## src/rtl/disp_addr_pkg.sv

```systemverilog
package disp_addr_pkg;

  // Stepping order of the write pointer.
  typedef enum logic {
    STEP_ALONG_ROW = 1'b0,  // column first, carry into line
    STEP_ALONG_COL = 1'b1   // line first, carry into column
  } step_order_e;

endpackage

```

## src/rtl/dag_window_regs.sv

```systemverilog
module dag_window_regs #(
  parameter int NUM_COLS = 64,
  parameter int NUM_ROWS = 80,
  parameter int COL_W    = 6,
  parameter int ROW_W    = 7
) (
  input  logic             clk,
  input  logic             rst,
  input  logic             load,
  input  logic [COL_W-1:0] col_lo_in,
  input  logic [COL_W-1:0] col_hi_in,
  input  logic [ROW_W-1:0] row_lo_in,
  input  logic [ROW_W-1:0] row_hi_in,
  output logic [COL_W-1:0] col_lo_fold,
  output logic [ROW_W-1:0] row_lo_fold,
  output logic [COL_W-1:0] col_lo,
  output logic [COL_W-1:0] col_hi,
  output logic [ROW_W-1:0] row_lo,
  output logic [ROW_W-1:0] row_hi
);

  localparam logic [COL_W-1:0] COL_LAST = COL_W'(NUM_COLS - 1);
  localparam logic [ROW_W-1:0] ROW_LAST = ROW_W'(NUM_ROWS - 1);

  logic [COL_W-1:0] col_hi_fold;
  logic [ROW_W-1:0] row_hi_fold;

  // Bring out-of-range bounds back inside the memory.
  always_comb begin
    col_lo_fold = COL_W'(int'(col_lo_in) % NUM_COLS);
    col_hi_fold = COL_W'(int'(col_hi_in) % NUM_COLS);
    row_lo_fold = ROW_W'(int'(row_lo_in) % NUM_ROWS);
    row_hi_fold = ROW_W'(int'(row_hi_in) % NUM_ROWS);
  end

  always_ff @(posedge clk) begin
    if (rst) begin
      col_lo <= '0;
      col_hi <= COL_LAST;
      row_lo <= '0;
      row_hi <= ROW_LAST;
    end else if (load) begin
      col_lo <= col_lo_fold;
      col_hi <= col_hi_fold;
      row_lo <= row_lo_fold;
      row_hi <= row_hi_fold;
    end
  end

  AST_ROW_BOUNDS_FOLDED: assert property (@(posedge clk) disable iff (rst)
    (int'(row_lo) < NUM_ROWS) && (int'(row_hi) < NUM_ROWS));

endmodule

```

## src/rtl/dag_axis_step.sv

```systemverilog
module dag_axis_step #(
  parameter int W = 6
) (
  input  logic [W-1:0] cur,
  input  logic [W-1:0] lo,
  input  logic [W-1:0] hi,
  input  logic         adv,
  output logic [W-1:0] nxt,
  output logic         past_end
);

  logic [W:0] bumped;

  // past_end reports whether a step would leave the window, whether or not
  // the step is taken. The caller uses it as the carry into the other axis.
  always_comb begin
    bumped   = {1'b0, cur} + {{W{1'b0}}, 1'b1};
    past_end = (bumped > {1'b0, hi});
    if (!adv)          nxt = cur;
    else if (past_end) nxt = lo;
    else               nxt = bumped[W-1:0];
  end

endmodule

```

## src/rtl/dag_write_port.sv

```systemverilog
module dag_write_port #(
  parameter int NUM_COLS = 64,
  parameter int COL_W    = 6,
  parameter int ROW_W    = 7,
  parameter int ADDR_W   = 13,
  parameter int DATA_W   = 8
) (
  input  logic              clk,
  input  logic              rst,
  input  logic              valid,
  input  logic [COL_W-1:0]  col,
  input  logic [ROW_W-1:0]  row,
  input  logic [DATA_W-1:0] data,
  output logic              wr_en,
  output logic [ADDR_W-1:0] wr_addr,
  output logic [DATA_W-1:0] wr_data
);

  logic [ADDR_W-1:0] lin_addr;

  always_comb begin
    lin_addr = ADDR_W'(col) + ADDR_W'(row) * ADDR_W'(NUM_COLS);
  end

  always_ff @(posedge clk) begin
    if (rst) begin
      wr_en   <= 1'b0;
      wr_addr <= '0;
      wr_data <= '0;
    end else begin
      wr_en   <= valid;
      wr_addr <= lin_addr;
      wr_data <= data;
    end
  end

  AST_WREN_FOLLOWS_VALID: assert property (@(posedge clk) disable iff (rst)
    valid |=> wr_en);
  AST_NO_SPURIOUS_WRITE: assert property (@(posedge clk) disable iff (rst)
    !valid |=> !wr_en);
  AST_DATA_PASSES: assert property (@(posedge clk) disable iff (rst)
    valid |=> (wr_data == $past(data)));

endmodule

```

## src/rtl/disp_addr_gen.sv

```systemverilog
module disp_addr_gen
  import disp_addr_pkg::*;
#(
  parameter int NUM_COLS = 64,
  parameter int NUM_ROWS = 80,
  parameter int DATA_W   = 8,
  localparam int COL_W   = $clog2(NUM_COLS),
  localparam int ROW_W   = $clog2(NUM_ROWS),
  localparam int ADDR_W  = $clog2(NUM_COLS * NUM_ROWS)
) (
  input  logic              clk,
  input  logic              rst,
  input  logic              win_load,
  input  logic [COL_W-1:0]  win_col_lo,
  input  logic [COL_W-1:0]  win_col_hi,
  input  logic [ROW_W-1:0]  win_row_lo,
  input  logic [ROW_W-1:0]  win_row_hi,
  input  logic              vert_mode,
  input  logic              byte_valid,
  input  logic [DATA_W-1:0] byte_in,
  output logic              wr_en,
  output logic [ADDR_W-1:0] wr_addr,
  output logic [DATA_W-1:0] wr_data
);

  step_order_e      order;
  logic [COL_W-1:0] col_q, col_nxt, col_lo, col_hi, col_lo_fold;
  logic [ROW_W-1:0] row_q, row_nxt, row_lo, row_hi, row_lo_fold;
  logic             col_adv, row_adv, col_past, row_past;

  dag_window_regs #(
    .NUM_COLS(NUM_COLS), .NUM_ROWS(NUM_ROWS), .COL_W(COL_W), .ROW_W(ROW_W)
  ) win_i (
    .clk(clk), .rst(rst), .load(win_load),
    .col_lo_in(win_col_lo), .col_hi_in(win_col_hi),
    .row_lo_in(win_row_lo), .row_hi_in(win_row_hi),
    .col_lo_fold(col_lo_fold), .row_lo_fold(row_lo_fold),
    .col_lo(col_lo), .col_hi(col_hi), .row_lo(row_lo), .row_hi(row_hi)
  );

  // The primary axis steps on every byte. The secondary axis steps only
  // when the primary axis leaves its window.
  always_comb begin
    order = step_order_e'(vert_mode);
    if (order == STEP_ALONG_ROW) begin
      col_adv = byte_valid;
      row_adv = byte_valid & col_past;
    end else begin
      row_adv = byte_valid;
      col_adv = byte_valid & row_past;
    end
  end

  dag_axis_step #(.W(COL_W)) col_step_i (
    .cur(col_q), .lo(col_lo), .hi(col_hi), .adv(col_adv),
    .nxt(col_nxt), .past_end(col_past)
  );

  dag_axis_step #(.W(ROW_W)) row_step_i (
    .cur(row_q), .lo(row_lo), .hi(row_hi), .adv(row_adv),
    .nxt(row_nxt), .past_end(row_past)
  );

  always_ff @(posedge clk) begin
    if (rst) begin
      col_q <= '0;
      row_q <= '0;
    end else if (win_load) begin
      col_q <= col_lo_fold;
      row_q <= row_lo_fold;
    end else begin
      col_q <= col_nxt;
      row_q <= row_nxt;
    end
  end

  // The write uses the position held before the step.
  dag_write_port #(
    .NUM_COLS(NUM_COLS), .COL_W(COL_W), .ROW_W(ROW_W),
    .ADDR_W(ADDR_W), .DATA_W(DATA_W)
  ) wport_i (
    .clk(clk), .rst(rst), .valid(byte_valid), .col(col_q), .row(row_q),
    .data(byte_in), .wr_en(wr_en), .wr_addr(wr_addr), .wr_data(wr_data)
  );

  AST_COL_IN_MEMORY: assert property (@(posedge clk) disable iff (rst)
    int'(col_q) < NUM_COLS);
  AST_ROW_IN_MEMORY: assert property (@(posedge clk) disable iff (rst)
    int'(row_q) < NUM_ROWS);
  AST_LOAD_SETS_ROW: assert property (@(posedge clk) disable iff (rst)
    win_load |=> (int'(row_q) == int'($past(win_row_lo)) % NUM_ROWS));
  AST_LOAD_SETS_COL: assert property (@(posedge clk) disable iff (rst)
    win_load |=> (int'(col_q) == int'($past(win_col_lo)) % NUM_COLS));
  AST_IDLE_HOLDS: assert property (@(posedge clk) disable iff (rst)
    (!win_load && !byte_valid) |=> ($stable(col_q) && $stable(row_q)));
  AST_ADDR_ON_WRITE: assert property (@(posedge clk) disable iff (rst)
    byte_valid |=> (int'(wr_addr) ==
      int'($past(col_q)) + NUM_COLS * int'($past(row_q))));

endmodule

```

## config.mk

```make
export PLATFORM = sky130hd
export DESIGN_NAME = disp_addr_gen
export DESIGN_NICKNAME = d
export VERILOG_FILES = /design/src/rtl/disp_addr_pkg.sv /design/src/rtl/dag_window_regs.sv /design/src/rtl/dag_axis_step.sv /design/src/rtl/dag_write_port.sv /design/src/rtl/disp_addr_gen.sv
export SDC_FILE = /design/constraint.sdc
export NUM_CORES = 1
export LEC_CHECK = 0
export ABC_AREA = 1
export BUFFER_PORTS_ARGS = -buffer_cell sky130_fd_sc_hd__clkbuf_2
export CORE_ASPECT_RATIO = 0.75
export CORE_UTILIZATION = 55
export CTS_BUF_LIST = sky130_fd_sc_hd__clkbuf_8
export DETAILED_ROUTE_END_ITERATION = 10
export PLACE_DENSITY = 0.81
export SLEW_MARGIN = 20
export SYNTH_ARGS = -nofsm -noshare
export SYNTH_HDL_FRONTEND = slang
export SYNTH_SLANG_ARGS = --single-unit
```

## constraint.sdc

```tcl
create_clock -name clk -period 2.7 [get_ports clk]
set_input_delay 0.54 -clock clk [delete_from_list [all_inputs] [get_ports clk]]
set_output_delay 0.54 -clock clk [all_outputs]
set_load 0.01 [all_outputs]
```

==> results.py, run 1 <==
metrics = {
    "placed_design": {
        "portBuffers": 60,
        "gp_congestion": 0.863,
        "hpwl_um": 4760,
    },
    "die": {
        "core_area_um2": 5350,
        "die_w_um": 88.0,
        "dieArea_um2": 5850,
        "rows": 23,
        "ios": 61,
        "die_h_um": 66.5,
        "start_util": 0.569,
    },
    "clocking": {
        "ctsHoldBuffers": 0,
        "cts_root_buffer": "clkbuf_8",
        "clkLatencyLatePin_ns": 0.35,
        "clk_pin_slew_ns": 0.07,
        "cts.path.max_buffers": 2,
        "cts.sinks": 61,
        "cts_inserted_buffers": 9,
        "cts_tree": "done",
        "ctsHtreeMaxLevel": 3,
    },
    "sta": {
        "fin_crit_sh": 0.919,
        "max_freq_ghz": 0.403,
        "max-slew-margin-rel": 0.627,
        "rsz0062_at_grt": "no",
        "fin_skew_ns": 0.0117,
        "final_hold_viol_count": 0,
        "worst_pin_slew_ns": 0.559,
        "drv_slew": 0,
        "min_period_ns": 2.48,
        "fin_tns_setup_ns": 0,
        "report.final.setup_viol": 0,
    },
    "setup_path": {
        "crit_path_start_kind": "register",
        "crit_family": "simple AND/OR/NAND/NOR gates",
        "worstPathRequired_ns": 2.98,
        "cpPeakStageDelay_ns": 0.36,
        "crit_slowest_cell": "dfxtp_2",
        "reg2reg_slack_ns": 0.22,
        "reg2reg_depth": 16,
        "setup.worst_path.class": "reg2reg",
        "regToRegEndpoint": "col_q[4]",
        "r2r_start": "row_q[0]",
        "path_buf_inv": 2,
        "cp_cell_sequence": "ha_1 -> nand2_1 -> nor2_1 -> inv_1 -> o21ai_0 -> o21ai_2 -> inv_1 -> ha_1 -> nand3_1 -> nor3_2 -> o21ai_4 -> nand2_4 -> nand2_4 -> a21oi_4 -> nor2_1 -> nor2_1",
        "critical_path.max_fanout": 8,
        "cp-end-kind": "register",
        "arrival_ns": 2.76,
        "crit_top_cell": "nor2_1",
    },
    "cells_and_area": {
        "utilization": 0.679,
        "multi_input_area_um2": 1480,
        "area_growth_pct": 19.3,
        "final_nets": 561,
        "layout.area.seq_um2": 1220,
        "nFillCells": 483,
        "n_antenna_cell": 0,
        "drive_above_1_share": 0.194,
    },
    "global_routing": {
        "gr-total-overflow": 0,
        "grt_max_degree": 46,
        "grt_pass1_wl_um": 11000,
        "antenna_found_initial": 0,
        "track_usage": 0.249,
        "grt_pass1_vias": 2648,
    },
    "logic_synthesis": {
        "ys_types": 25,
        "synth_seq_cells": 61,
        "yosys.area.top_type_share": 0.401,
        "synth_area_leader_cell": "dfxtp_1",
        "synth_sequential_area_ratio": 0.401,
        "synth_most_common_cell": "nand2_1",
        "ys.flop_type": "dfxtp_1",
        "synth_edf_count": 0,
        "syn_nets": 498,
        "synthArstFlopShare": 0,
        "synth_area_per_cell_um2": 6.90,
        "syn_area_um2": 3050,
        "syn_inst": 442,
        "ys_warn_count": 0,
        "synth.top_cells.by_area": "dfxtp_1 40%, nand2_1 12%, inv_1 9.9%, nand3_1 7.9%, nor2_1 7.0%",
        "synth_common_cells": "98 x nand2_1, 80 x inv_1, 61 x dfxtp_1",
    },
    "pwr": {
        "power.leakage_nw": 2.03,
        "p_seq_frac": 0.454,
        "powerDensity_nw_per_um2": 606,
        "internal_power_mw": 1.57,
        "pwr-share-clk": 0.357,
        "finalPower_mw": 2.20,
        "p_sw_mw": 0.639,
        "ir_drop_mv": 0.331,
        "combPwrFrac": 0.190,
        "p_sw_frac": 0.290,
    },
    "worst_hold_path": {
        "whs_path_depth": 3,
        "min_to": "wport_i.wr_data[1]",
        "hold_class": "in2reg",
        "holdCritStartpoint": "byte_in[1]",
    },
    "drt": {
        "drt_iter0_drc": 159,
        "wirelength_um": 6540,
        "via_count": 2848,
        "wire_per_inst_um": 11.2,
        "first_pass_iters": 4,
        "antenna_left": 0,
        "drcViolationCount": 0,
        "viasPerCell": 4.87,
    },
    "status": {
        "status": "completed",
    },
    "flow_run": {
        "cap_violations": 0,
    },
}
[worst max-delay path by stage]
| stage | cells after the start | start | endpoint |
|---|---|---|---|
| finish | 16 | row_q[0] | col_q[4] |
| global route | 17 | row_q[0] | col_q[4] |
| CTS | 15 | row_q[0] | col_q[4] |
| detailed placement | 15 | row_q[0] | col_q[4] |
| global placement | 15 | row_q[0] | col_q[4] |
| floorplan | 15 | row_q[0] | col_q[0] |
[power groups by stage]
stage / registers (mW) / clock network (mW) / logic [mW]
CTS: 0.999 / 0.802 / 0.417
finish: 1.00 / 0.787 / 0.418
detailed placement: 1.02 / 0 / 0.413
floorplan: 1.02 / 0 / 0.282
global route: 1.01 / 0.847 / 0.482
global placement: 1.02 / 0 / 0.399
[state kept, by name, indices dropped and copies added, names as in the netlist]
register and flops:
col_q 6, row_q 7, win_i.col_hi 6, win_i.col_lo 6, win_i.row_hi 7, win_i.row_lo 7
wport_i.wr_addr 13, wport_i.wr_data 8, wport_i.wr_en 1
[routing by layer]
layer / wire, um / GRT usage / part of all wire
met2: 3360 / 0.464 / 0.51
met3: 330 / 0.0830 / 0.050
met5: 0 / 0 / 0
met1: 2740 / 0.256 / 0.42
met4: 106 / 0.100 / 0.016
[metrics by stage]
step                instances  hold slack (ns)  setup WS (ns)  instance area [um^2]
global route              585            0.372        0.00195                  3640
floorplan                 442            0.433          0.428                  3050
finish                    585            0.381          0.219                  3640
CTS                       584            0.372         0.0742                  3620
global placement          568            0.450          0.242                  3420
detailed placement        568            0.453          0.118                  3420
[cells by family (layout without fill, tap and decap cells)]
| group | count (synthesis) | count (layout) | synth area share |
|---|---|---|---|
| AOI/OAI and AO/OA | 46 | 46 | 0.0846 |
| xor gates and xnor gates | 5 | 5 | 0.0144 |
| adders and majority gates | 17 | 17 | 0.0698 |
| buffers and inverters | 95 | 163 | 0.118 |
| DFF | 61 | 61 | 0.401 |
| and+or+nand+nor | 218 | 218 | 0.313 |
[cells in the final DEF (no fill, tap or decap), types with 5 or more instances in the layout]
master    synthesis  final
nand3_1          48     47
buf_4             0      6
o21ai_0          15     14
inv_1            80     82
clkbuf_8          0     10
a21oi_1          27     27
ha_1             17     17
nand2_1          98     98
clkbuf_2          0     60
nor2_1           57     57
xor2_1            5      5
dfxtp_1          61     59
[worst min-delay path: stages]
cell	delay (ns)
clkbuf_2	0.08
inv_1	0.04
nor2_1	0.03
[final cells by class]
cell class	instances	area share
repair buffers	66	0.0950
well taps	75	0.0258
flip-flops and latches	61	0.337
inverters	81	0.0836
multi-input cells	286	0.406
clock inverters	6	0.0151
clock buffers	10	0.0379
[what timing repair did]
item / in CTS / in global routing
setup endpoints to repair: 0 / 13
buffers inserted: 0 / 1
gates resized for setup: 0 / 5
No activity file was read; power rests on OpenSTA's default activity.
==> run 2: changes to the inputs <==
==> constraint.sdc (replaced) <==
create_clock -name clk -period 2.7 [get_ports clk]
set_input_delay 0.135 -clock clk [delete_from_list [all_inputs] [get_ports clk]]
set_output_delay 0.135 -clock clk [all_outputs]
set_load 0.01 [all_outputs]
==> run 2 against run 1 <==
- clock skew fell by 0.0062 ns
- global-route usage rose by 0.97 points
- sequential cell count did not move
- fmax fell by 0.99%
- critical path depth fell by 1
- power rose by 6.5%
- sequential share of layout area fell by 1.6 points
==> results.py, run 2 (synthesized netlist as in run 1, its figures left out) <==
metrics = {
    "cells_and_area": {
        "regMostFlops": "wport_i.wr_addr",
        "utilization": 0.712,
        "largest_register_ffs": 13,
        "drive_above_1_share": 0.202,
        "final_common_cell": "nand2_1",
        "final_cell_mix": "97 x nand2_1, 79 x inv_1, 60 x clkbuf_2",
        "instances_no_fill": 600,
        "final_nets": 576,
        "fin_area_um2": 3810,
        "top_regs": "wport_i.wr_addr: 13 flops, wport_i.wr_data: 8 flops",
        "area_growth_pct": 25.1,
        "n_antenna_cell": 0,
    },
    "global_routing": {
        "gr-total-overflow": 0,
        "antenna_found_initial": 0,
        "grt_pass1_vias": 2721,
        "track_usage": 0.259,
        "grt_pass1_wl_um": 11300,
        "grt_max_degree": 35,
    },
    "sta": {
        "report.final.setup_viol": 0,
        "fin_crit_sh": 0.928,
        "drv_slew": 0,
        "min_period_ns": 2.51,
        "holdWs_ns": 0.00953,
        "final_hold_viol_count": 0,
        "setup_ws_ns": 0.195,
        "max_freq_ghz": 0.399,
        "worst_pin_slew_ns": 0.717,
        "max-slew-margin-rel": 0.522,
        "fin_skew_ns": 0.00552,
        "fin_tns_setup_ns": 0,
        "rsz0062_at_grt": "no",
    },
    "setup_path": {
        "crit_path_start_kind": "register",
        "worstPathRequired_ns": 2.98,
        "cpPeakStageDelay_ns": 0.39,
        "cp_cell_sequence": "ha_1 -> nand2_2 -> nor2_1 -> inv_1 -> o21ai_2 -> inv_1 -> ha_1 -> nand3_1 -> nor3_2 -> o21ai_4 -> nand2_4 -> nand2_4 -> a21oi_4 -> nor2_1 -> nor2_1",
        "crit_slowest_cell": "dfxtp_2",
        "crit_family": "simple AND/OR/NAND/NOR gates",
        "arrival_ns": 2.79,
        "setup.worst_path.class": "reg2reg",
        "cp-end-kind": "register",
        "path_buf_inv": 2,
        "crit_top_cell": "nor2_1",
        "critical_path.max_fanout": 7,
    },
    "drt": {
        "wire_per_inst_um": 11.6,
        "first_pass_iters": 5,
        "wirelength_um": 6980,
        "drcViolationCount": 0,
        "viasPerCell": 4.90,
        "via_count": 2941,
        "antenna_left": 0,
        "drt_iter0_drc": 160,
    },
    "clocking": {
        "cts_root_buffer": "clkbuf_8",
        "cts.sinks": 61,
        "clk_pin_slew_ns": 0.07,
        "clkLatencyLatePin_ns": 0.34,
        "cts_inserted_buffers": 9,
        "cts.path.max_buffers": 2,
        "cts_tree": "done",
        "ctsHtreeMaxLevel": 3,
    },
    "die": {
        "ios": 61,
        "core_area_um2": 5350,
        "start_util": 0.569,
        "rows": 23,
        "die_w_um": 88.0,
        "dieArea_um2": 5850,
        "die_h_um": 66.5,
    },
    "pwr": {
        "power.leakage_nw": 2.10,
        "powerDensity_nw_per_um2": 616,
        "ir_drop_mv": 0.420,
        "finalPower_mw": 2.35,
    },
    "placed_design": {
        "dp_slack_ns": 0.107,
        "hpwl_um": 4960,
        "portBuffers": 60,
        "placed_area_um2": 3420,
        "place_inst": 568,
        "gp_congestion": 0.860,
    },
    "status": {
        "status": "completed",
    },
    "worst_hold_path": {
        "hold_class": "in2reg",
    },
    "flow_run": {
        "cap_violations": 0,
    },
}
==> run 2: worst paths after layout <==
path                         from               to  slack, ns  cells after the start
setup reg to reg         row_q[0]         col_q[3]       0.19                     15
setup / recovery         row_q[0]         col_q[3]       0.19                     15
hold / removal      win_row_hi[2]  win_i.row_hi[2]       0.01                      3
hold reg to reg   win_i.col_lo[2]  win_i.col_lo[2]       0.47                      2
==> run 2: layer usage <==
| metal | global-route usage | part of all wire | vias to the layer above |
|---|---|---|---|
| met4 | 0.109 | 0.020 | 0 |
| met5 | 0 | 0 | - |
| met2 | 0.477 | 0.52 | 79 |
| met1 | 0.268 | 0.41 | 1329 |
| met3 | 0.0867 | 0.056 | 13 |
| li1 | - | - | 1520 |
==> run 2: final cells by class <==
cell class,instances,area [um^2]
Fill cell,457,1540
Multi-Input combinational cell,286,1480
Sequential cell,61,1220
Timing Repair Buffer,81,488
Inverter,81,304
Clock buffer,10,138
Tap cell,75,93.8
Clock inverter,6,86.3
==> run 2: repair_timing <==
action	CTS	global route
gates resized for setup	0	8
hold buffers	12	0
hold endpoints to repair	12	0
setup buffers	0	4
setup endpoints to repair	0	13
==> run 2: where the power goes <==
part | leakage [nW] | switching, mW | internal [mW] | total [mW]
Sequential | 0.505 | 0.0355 | 0.964 | 1.00
Clock | 0.112 | 0.367 | 0.542 | 0.909
Combinational | 1.48 | 0.263 | 0.175 | 0.438
Total | 2.10 | 0.666 | 1.68 | 2.35
==> run 2: worst reg2reg max path: stages, from the launching register on <==
cell and delay [ns]:
dfxtp_2 0.39, ha_1 0.19, nand2_2 0.07, nor2_1 0.11, inv_1 0.08, o21ai_2 0.17
inv_1 0.07, ha_1 0.29, nand3_1 0.10, nor3_2 0.25, o21ai_4 0.13, nand2_4 0.13
nand2_4 0.08, a21oi_4 0.22, nor2_1 0.07, nor2_1 0.09
